File: src/rtl/buck_mode_pkg.sv
package buck_mode_pkg;
    typedef enum logic {
        MODE_PWM = 1'b0,
        MODE_PFM = 1'b1
    } mode_e;

    typedef enum logic [1:0] {
        BST_SLEEP  = 2'd0,
        BST_CHARGE = 2'd1,
        BST_DRAIN  = 2'd2
    } burst_e;

    typedef struct packed {
        logic hi;
        logic lo;
    } gate_t;
endpackage

File: src/rtl/bmq_qual.sv
module bmq_qual #(
    parameter int unsigned QUAL_CYCLES = 32
) (
    input  logic clk,
    input  logic rst_n,
    input  logic en,
    input  logic active,
    input  logic cyc_stb,
    input  logic light,
    output logic enter
);
    localparam int unsigned CW = $clog2(QUAL_CYCLES + 1);
    localparam logic [CW-1:0] LAST = CW'(QUAL_CYCLES - 1);

    typedef struct packed {
        logic [CW-1:0] cnt;
    } qual_t;

    qual_t q_d, q_q;

    always_comb begin
        q_d   = q_q;
        enter = 1'b0;
        if (!en || !active) begin
            q_d.cnt = '0;
        end else if (cyc_stb) begin
            if (light) begin
                if (q_q.cnt == LAST) begin
                    enter   = 1'b1;
                    q_d.cnt = '0;
                end else begin
                    q_d.cnt = q_q.cnt + 1'b1;
                end
            end else begin
                q_d.cnt = '0;
            end
        end
    end

    always_ff @(posedge clk or negedge rst_n) begin
        if (!rst_n) q_q <= '0;
        else        q_q <= q_d;
    end
endmodule

File: src/rtl/bmq_burst.sv
module bmq_burst
    import buck_mode_pkg::*;
(
    input  logic clk,
    input  logic rst_n,
    input  logic run,
    input  logic below_low,
    input  logic below_high,
    input  logic pk_lim,
    input  logic izero,
    output logic hi_want,
    output logic lo_want
);
    typedef struct packed {
        burst_e st;
    } burst_t;

    burst_t b_d, b_q;

    always_comb begin
        b_d     = b_q;
        hi_want = 1'b0;
        lo_want = 1'b0;
        if (!run) begin
            b_d.st = BST_SLEEP;
        end else begin
            case (b_q.st)
                BST_SLEEP: begin
                    if (below_low) b_d.st = BST_CHARGE;
                end
                BST_CHARGE: begin
                    hi_want = 1'b1;
                    if (!below_high || pk_lim) b_d.st = BST_DRAIN;
                end
                BST_DRAIN: begin
                    lo_want = 1'b1;
                    if (izero) b_d.st = below_high ? BST_CHARGE : BST_SLEEP;
                end
                default: b_d.st = BST_SLEEP;
            endcase
        end
    end

    always_ff @(posedge clk or negedge rst_n) begin
        if (!rst_n) b_q <= '{st: BST_SLEEP};
        else        b_q <= b_d;
    end
endmodule

File: src/rtl/bmq_gate.sv
module bmq_gate
    import buck_mode_pkg::*;
(
    input  logic clk,
    input  logic rst_n,
    input  logic en,
    input  logic hi_want,
    input  logic lo_want,
    output logic hi_on,
    output logic lo_on
);
    gate_t g_d, g_q;

    always_comb begin
        g_d.hi = en && hi_want && !g_q.lo;
        g_d.lo = en && lo_want && !g_q.hi && !hi_want;
    end

    always_ff @(posedge clk or negedge rst_n) begin
        if (!rst_n) g_q <= '0;
        else        g_q <= g_d;
    end

    assign hi_on = g_q.hi;
    assign lo_on = g_q.lo;
endmodule

File: src/rtl/buck_mode_seq.sv
module buck_mode_seq
    import buck_mode_pkg::*;
#(
    parameter int unsigned QUAL_CYCLES = 32
) (
    input  logic clk,
    input  logic rst_n,
    input  logic en,
    input  logic cyc_stb,
    input  logic force_pwm,
    input  logic pwm_on_req,
    input  logic cmp_below_high,
    input  logic cmp_below_low,
    input  logic cmp_below_low2,
    input  logic izero,
    input  logic ipk_below_mode,
    input  logic ipk_at_pfm_lim,
    input  logic ilim_trip,
    output logic pfet_on,
    output logic nfet_on,
    output logic mode_pfm
);
    typedef struct packed {
        mode_e mode;
        logic  blk;
    } top_t;

    top_t t_d, t_q;
    logic enter_pfm;
    logic qual_active;
    logic burst_run;
    logic bhi, blo;
    logic hi_want, lo_want;
    logic pwm_hi;

    assign qual_active = (t_q.mode == MODE_PWM) && !force_pwm;
    assign burst_run   = en && (t_q.mode == MODE_PFM);

    bmq_qual #(.QUAL_CYCLES(QUAL_CYCLES)) u_qual (
        .clk    (clk),
        .rst_n  (rst_n),
        .en     (en),
        .active (qual_active),
        .cyc_stb(cyc_stb),
        .light  (izero || ipk_below_mode),
        .enter  (enter_pfm)
    );

    bmq_burst u_burst (
        .clk       (clk),
        .rst_n     (rst_n),
        .run       (burst_run),
        .below_low (cmp_below_low),
        .below_high(cmp_below_high),
        .pk_lim    (ipk_at_pfm_lim),
        .izero     (izero),
        .hi_want   (bhi),
        .lo_want   (blo)
    );

    always_comb begin
        t_d = t_q;
        if (!en) begin
            t_d.mode = MODE_PWM;
            t_d.blk  = 1'b0;
        end else begin
            case (t_q.mode)
                MODE_PWM: if (!force_pwm && enter_pfm) t_d.mode = MODE_PFM;
                MODE_PFM: if (force_pwm || cmp_below_low2) t_d.mode = MODE_PWM;
                default:  t_d.mode = MODE_PWM;
            endcase
            t_d.blk = (t_q.mode == MODE_PWM) && ((t_q.blk && !cyc_stb) || ilim_trip);
        end
    end

    always_comb begin
        pwm_hi = pwm_on_req && !ilim_trip && !t_q.blk;
        if (!en) begin
            hi_want = 1'b0;
            lo_want = 1'b0;
        end else if (t_q.mode == MODE_PWM) begin
            hi_want = pwm_hi;
            lo_want = !pwm_hi;
        end else begin
            hi_want = bhi;
            lo_want = blo;
        end
    end

    always_ff @(posedge clk or negedge rst_n) begin
        if (!rst_n) t_q <= '{mode: MODE_PWM, blk: 1'b0};
        else        t_q <= t_d;
    end

    bmq_gate u_gate (
        .clk    (clk),
        .rst_n  (rst_n),
        .en     (en),
        .hi_want(hi_want),
        .lo_want(lo_want),
        .hi_on  (pfet_on),
        .lo_on  (nfet_on)
    );

    assign mode_pfm = (t_q.mode == MODE_PFM);
endmodule

File: config.mk
export PLATFORM = sky130hd
export DESIGN_NAME = buck_mode_seq
export DESIGN_NICKNAME = d
export VERILOG_FILES = /design/src/rtl/buck_mode_pkg.sv /design/src/rtl/bmq_qual.sv /design/src/rtl/bmq_burst.sv /design/src/rtl/bmq_gate.sv /design/src/rtl/buck_mode_seq.sv
export SDC_FILE = /design/constraint.sdc
export NUM_CORES = 1
export LEC_CHECK = 0
export ABC_CLOCK_PERIOD_IN_PS = 3720
export BUFFER_PORTS_ARGS = -buffer_cell sky130_fd_sc_hd__clkbuf_2
export CAP_MARGIN = 10
export CORE_MARGIN = 2
export CORE_UTILIZATION = 45
export CTS_CLUSTER_SIZE = 14
export DETAILED_ROUTE_END_ITERATION = 16
export PLACE_DENSITY = 0.75
export SKIP_LAST_GASP = 1
export SLEW_MARGIN = 5
export SYNTH_ARGS = -nofsm -noshare
export SYNTH_HDL_FRONTEND = slang
export SYNTH_HIERARCHICAL = 1
export SYNTH_SLANG_ARGS = --single-unit
File: constraint.sdc
create_clock -name clk -period 3.72 [get_ports clk]
set_input_delay 0.744 -clock clk [delete_from_list [all_inputs] [get_ports clk]]
set_output_delay 0.744 -clock clk [all_outputs]
set_load 0.05 [all_outputs]
==> results of run 1 <==
==> power by group <==
group          total, mW  switching, mW  internal [mW]
logic             0.0271         0.0163         0.0109
registers          0.134        0.00138          0.132
clock network      0.108         0.0481         0.0596
==> final timing paths <==
kind	start	end	slack, ps	cells after the start
min in group clk	u_qual/q_q[0]$_DFFE_PN0P_	u_qual/q_q[0]$_DFFE_PN0P_	530	1
max in group asynchronous	rst_n	u_gate/hi_on$_DFF_PN0_	3160	1
setup / recovery	mode_pfm$_DFF_PN0_	mode_pfm	1830	1
setup reg to reg	mode_pfm$_DFF_PN0_	mode_pfm$_DFF_PN0_	2030	5
hold / removal	rst_n	u_qual/q_q[3]$_DFFE_PN0P_	330	1
hold reg to reg	u_qual/q_q[0]$_DFFE_PN0P_	u_qual/q_q[0]$_DFFE_PN0P_	530	1
==> placed cells by master (no fill, tap or decap), drive strengths merged, types with 3 or more instances in the layout <==
cell,count
and2,3
nor2b,4
dfrtp,12
nor2,3
nand3,3
o31ai,3
nand2,4
o21ai,4
clkbuf,19
inv,3
==> area by class of cell <==
type	count	share of cell area, %
multi-input combinational	54	45.87
tap	16	2.446
sequential	12	36.70
timing repair buffer	15	9.174
inverter	3	1.376
clock buffer	4	4.434
==> flip-flops by register name, summed over array words and instances (netlist names) <==
signal	flops
u_qual/q_q	6
t_q	1
mode_pfm	1
u_gate/hi_on	1
u_burst/b_q	2
u_gate/lo_on	1
==> worst reg2reg max path, cell delays in order (launching register included) <==
cell,delay (ps)
dfrtp_1,490
nor2_1,280
nand4_1,210
nor4_1,210
nor2_1,80
a2111oi_2,320
==> routing by layer <==
metal  routed length, um  part of all wire [%]
met5                   0                     0
met4                  39                   2.9
met3                  95                   7.1
met2                 598                    44
met1                 613                    46
==> per-stage QoR <==
step	cell area [sq um]	hold slack (ps)
after floorplan	698.2	448.4
after global placement	782.0	513.6
after detailed placement	782.0	513.4
after CTS	818.3	333.2
after global routing	818.3	343.8
final	818.3	331.0
==> logic make-up (layout without fill, tap and decap cells) <==
family,Yosys count,in the layout
and+or+nand+nor,36,36
muxes,1,1
adders and majority gates,1,1
buffers and inverters,4,22
DFF,12,12
AOI/OAI and AO/OA,16,16
==> flow_metrics.py, run 1 <==
metrics = {
    "outcome": {
        "status": "finished clean",
    },
    "route": {
        "first_pass_iters": 4,
        "ant_nets": 0,
        "drc_errors": 0,
        "wl_per_cell_um": 12.95,
        "wirelength_um": 1347,
        "vias_per_cell": 5.702,
        "via_count": 593,
        "drt_iter0_drc": 14,
    },
    "synth": {
        "ys_seq_elements": 12,
        "synth_simple_gate_area_share_pct": 33.69,
        "synth_area_sq_um": 698.2,
        "muxShareOfSynthArea_pct": 1.434,
        "synth_edf_count": 0,
        "synth.most_common_cell": "dfrtp_1",
        "synth.avg_cell_area_sq_um": 9.974,
        "synth_top_area_share_pct": 43.01,
        "syn-num-nets": 84,
        "synthArstFlopShare_pct": 100.0,
        "synth-adder-area-share_pct": 1.792,
        "post_synth_xor_area_fraction_pct": 0,
        "synth_top_area_cell": "dfrtp_1",
        "yosysUniqueCellTypes": 36,
        "yosys-top-cells-area": "dfrtp_1, o31ai_1, nor2b_2, nand3_1, a2111oi_2",
        "synth-main-ff-cell": "dfrtp_1",
        "synth_compound_area_share_pct": 16.85,
        "ys_seq_area_share_pct": 43.01,
        "synthTopCellsByCount": "dfrtp_1, nand2_1",
        "synth_top_family_by_area": "simple AND/OR/NAND/NOR gates",
        "syn_inst": 70,
        "yosysWarnings": 6,
    },
    "timing": {
        "finalWorstSetupSlack_ps": 1828,
        "slew_headroom_pct": 79.57,
        "finalCritPeriodShare_pct": 50.85,
        "setup_viol_count_final": 0,
        "clock-skew-final_ps": 3.532,
        "final.setup.tns_ps": 0,
        "tightest_slew_ps": 306.4,
        "fmax_mhz": 528.6,
        "period_minus_slack_ps": 1892,
        "finalHoldViolations": 0,
        "rsz0062_at_grt": "false",
        "slew_viol_final": 0,
    },
    "finish": {
        "fin_util_pct": 55.61,
        "n_antenna_cell": 0,
        "multi_input_area_sq_um": 375.4,
        "post_route_cells_drive_above_1_share_pct": 30.68,
        "layout.cells.non_filler": 104,
        "num-nets-final": 103,
        "area_growth_pct": 17.20,
        "regArea_sq_um": 300.3,
        "fill_cells": 133,
    },
    "setup_path": {
        "cp.required_ps": 2980,
        "slowest_stage": "dfrtp_1",
        "setup.worst_path.start_class": "register",
        "slowest_delay_ps": 530,
        "critPathMaxFanout": 9,
        "critPathTopFamily": "flip-flops",
        "timing_worst_setup_path_type": "register to primary output",
        "worstSetupEndpointType": "primary output",
        "path_buf_inv": 1,
        "worstPathArrival_ps": 1150,
        "crit_path_cell_trace": "clkbuf_2",
    },
    "global_route": {
        "grt_use_met2_pct": 23.88,
        "grt_max_degree": 13,
        "grt_pass1_vias": 527,
        "grt_pass1_wl_um": 2235,
        "antenna_found_initial": 0,
        "busiest_layer": "met2",
        "grtUsageTotal_pct": 17.15,
        "gr-usage-met3_pct": 8.750,
        "grtUsageMet1_pct": 20.05,
        "grt-ovfl-total": 0,
    },
    "power_and_ir_drop": {
        "power.total_mw": 0.2687,
        "power_leakage_nw": 0.3778,
        "power_density_nw_per_um2": 328.4,
        "peakVddDrop_v": 0.0001922,
    },
    "floorplanning": {
        "die_y_um": 43.39,
        "fp.dieW_um": 43.39,
        "row_count": 14,
        "core-area_sq_um": 1471,
        "start_util_pct": 47.45,
        "die-area_sq_um": 1883,
        "ios": 16,
    },
    "clock_tree": {
        "post_cts_buffers": 0,
        "clk_pin_slew_ps": 80,
        "postCtsResizedCells": 0,
        "cts_made_buffers": 3,
        "clk_latency_ps": 280,
        "cts_tree": "done",
        "htreeDepth": 1,
        "cts_hold_buf": 0,
        "cts-root-buf": "clkbuf_4",
        "clock_sinks": 12,
        "clock_path_buffers": 2,
    },
    "placement": {
        "dpl.hpwl_um": 993.2,
        "pre_cts_ws_ps": 1700,
        "dp.cells": 100,
        "numPortBuffers": 15,
        "gp_congestion": 0.8683,
    },
    "min_path": {
        "hp-class": "input port to asynchronous set/reset pin",
    },
    "flow_run": {
        "cap_viol_max_count": 0,
    },
}
Power figures use the tool's default switching activity.
==> run 2: changes to the inputs <==
--- a/config.mk
+++ b/config.mk
@@ -5,7 +5,7 @@
 export SDC_FILE = /design/constraint.sdc
 export NUM_CORES = 1
 export LEC_CHECK = 0
-export ABC_CLOCK_PERIOD_IN_PS = 3720
+export ABC_CLOCK_PERIOD_IN_PS = 1900
 export BUFFER_PORTS_ARGS = -buffer_cell sky130_fd_sc_hd__clkbuf_2
 export CAP_MARGIN = 10
 export CORE_MARGIN = 2
==> constraint.sdc (replaced) <==
create_clock -name clk -period 1.9 [get_ports clk]
set_input_delay 0.38 -clock clk [delete_from_list [all_inputs] [get_ports clk]]
set_output_delay 0.38 -clock clk [all_outputs]
set_load 0.05 [all_outputs]
==> run 2 against run 1 <==
Die area is the same. Cell count is 0.96% higher. Critical path depth grew 4. Wire length rose by 6.1%. Largest cell class unchanged.
==> flow_metrics.py, run 2 (same netlist as run 1, synthesis figures left out) <==
metrics = {
    "outcome": {
        "status": "finished clean",
    },
    "finish": {
        "area_growth_pct": 18.82,
        "top_regs": "u_qual/q_q: 6 flops, u_burst/b_q: 2 flops",
        "n_antenna_cell": 0,
        "largest_reg_flops": 6,
        "final_cell_mix": "clkbuf_2, dfrtp_1, nand2_1",
        "regMostFlops": "u_qual/q_q",
        "layout.cells.non_filler": 105,
        "fin_area_sq_um": 829.5,
        "num-nets-final": 104,
        "final_common_cell": "clkbuf_2",
        "post_route_cells_drive_above_1_share_pct": 31.46,
    },
    "floorplanning": {
        "ios": 16,
        "start_util_pct": 47.45,
        "core-area_sq_um": 1471,
        "row_count": 14,
        "die_y_um": 43.39,
        "fp.dieW_um": 43.39,
        "die-area_sq_um": 1883,
    },
    "global_route": {
        "grt_pass1_wl_um": 2559,
        "grt_pass1_vias": 645,
        "grtUsageTotal_pct": 18.33,
        "grt-ovfl-total": 0,
        "grt_max_degree": 13,
        "antenna_found_initial": 0,
    },
    "timing": {
        "clock-skew-final_ps": 4.550,
        "fmax_mhz": 609.1,
        "slew_viol_final": 0,
        "slew_headroom_pct": 78.45,
        "rsz0062_at_grt": "false",
        "final.setup.tns_ps": 0,
        "setup_viol_count_final": 0,
        "finalCritPeriodShare_pct": 86.41,
        "tightest_slew_ps": 320.5,
        "period_minus_slack_ps": 1642,
        "finalHoldViolations": 0,
    },
    "route": {
        "ant_nets": 0,
        "drt_iter0_drc": 18,
        "via_count": 624,
        "vias_per_cell": 5.943,
        "wl_per_cell_um": 13.61,
        "wirelength_um": 1429,
        "drc_errors": 0,
        "first_pass_iters": 4,
    },
    "setup_path": {
        "setup.worst_path.start_class": "register",
        "worstPathArrival_ps": 1800,
        "crit_path_cell_trace": "nor2_1, nand4_1, nor4_1, nor2_1, a2111oi_2",
        "slowest_stage": "dfrtp_2",
        "critPathMaxFanout": 9,
        "worstSetupEndpointType": "register",
        "cp.required_ps": 2060,
        "crit_top_cell": "nor2_1",
        "timing_worst_setup_path_type": "register to register",
        "slowest_delay_ps": 470,
    },
    "power_and_ir_drop": {
        "power_density_nw_per_um2": 626.4,
        "internal_power_mw": 0.3984,
        "p_switching_mw": 0.1212,
        "power_leakage_nw": 0.3803,
        "pwr-share-clk_pct": 38.6,
        "pwr-share-seq_pct": 50.5,
        "power.total_mw": 0.5196,
        "peakVddDrop_v": 0.0004151,
        "p_sw_share_pct": 23.33,
        "comb_power_share_pct": 10.9,
    },
    "clock_tree": {
        "clk_latency_ps": 270,
        "clk_pin_slew_ps": 80,
        "cts_tree": "done",
        "post_cts_buffers": 0,
        "clock_sinks": 12,
        "htreeDepth": 1,
        "clock_path_buffers": 2,
        "cts-root-buf": "clkbuf_4",
        "cts_made_buffers": 3,
    },
    "flow_run": {
        "cap_viol_max_count": 0,
    },
    "placement": {
        "dpl.hpwl_um": 1162,
        "numPortBuffers": 15,
        "dp.cells": 100,
        "gp_congestion": 0.8160,
        "placed_area_sq_um": 783.3,
    },
    "min_path": {
        "hp-class": "input port to register",
    },
}
-- run 2: changes by cell type in the layout (fill, tap and decap cells not counted) --
cell,previous run,this run
dfrtp_1,12,11
dlygate4sd3_1,0,1
dfrtp_2,0,1
-- run 2: cell type report --
type,count,area [sq um]
timing repair buffer,16,85.08
fill,143,641.9
inverter,3,11.26
sequential,12,301.5
clock buffer,4,36.28
tap,16,20.02
multi-input combinational,54,375.4
-- run 2: metrics by stage --
stage          hold slack (ps)  setup WS [ps]  util, %
6_report                 273.0          258.3    56.38
5_1_grt                  263.2          111.8    56.38
4_1_cts                  270.1          248.0    56.38
3_5_place_dp             279.8          260.4    53.23
3_3_place_gp             277.5          323.0    53.23
2_1_floorplan            84.41          208.1        -
-- run 2: critical path, delay by kind of cell (launching register included) --
family / cells / cell delay [ps]
AND/OR/NAND/NOR: 4 / 730
flip-flops: 1 / 470
AO/OA/AOI/OAI: 1 / 320
-- run 2: power groups by stage --
stage,registers [mW],clock network [mW],logic [mW]
global route,0.263,0.218,0.0632
floorplan,0.273,0,0.0224
CTS,0.262,0.206,0.0573
global placement,0.267,0,0.0526
detailed placement,0.268,0,0.0556
finish,0.262,0.201,0.0565
-- run 2: per-layer routing --
metal / global-route usage [%] / share of wire, % / vias up
met5: 0 / 0 / -
met4: 6.061 / 1.8 / 0
met2: 31.64 / 52 / 19
met3: 6.250 / 5.2 / 4
met1: 21.28 / 41 / 296
li1: - / - / 305
-- run 2: worst paths after layout --
path,start,end,cells past startpoint,slack (ps)
min in group asynchronous,rst_n,u_qual/q_q[4]$_DFFE_PN0P_,2,520
max,mode_pfm$_DFF_PN0_,mode_pfm$_DFF_PN0_,5,260
min reg2reg,u_qual/q_q[1]$_DFFE_PN0P_,u_qual/q_q[1]$_DFFE_PN0P_,1,530
max in group asynchronous,rst_n,mode_pfm$_DFF_PN0_,2,1140
min,force_pwm,mode_pfm$_DFF_PN0_,2,270
max reg2reg,mode_pfm$_DFF_PN0_,mode_pfm$_DFF_PN0_,5,260
-- run 2: repair_timing --
item / CTS / global route
hold endpoints to repair: 12 / 0
hold buffers: 1 / 0
resized for setup: 0 / 0
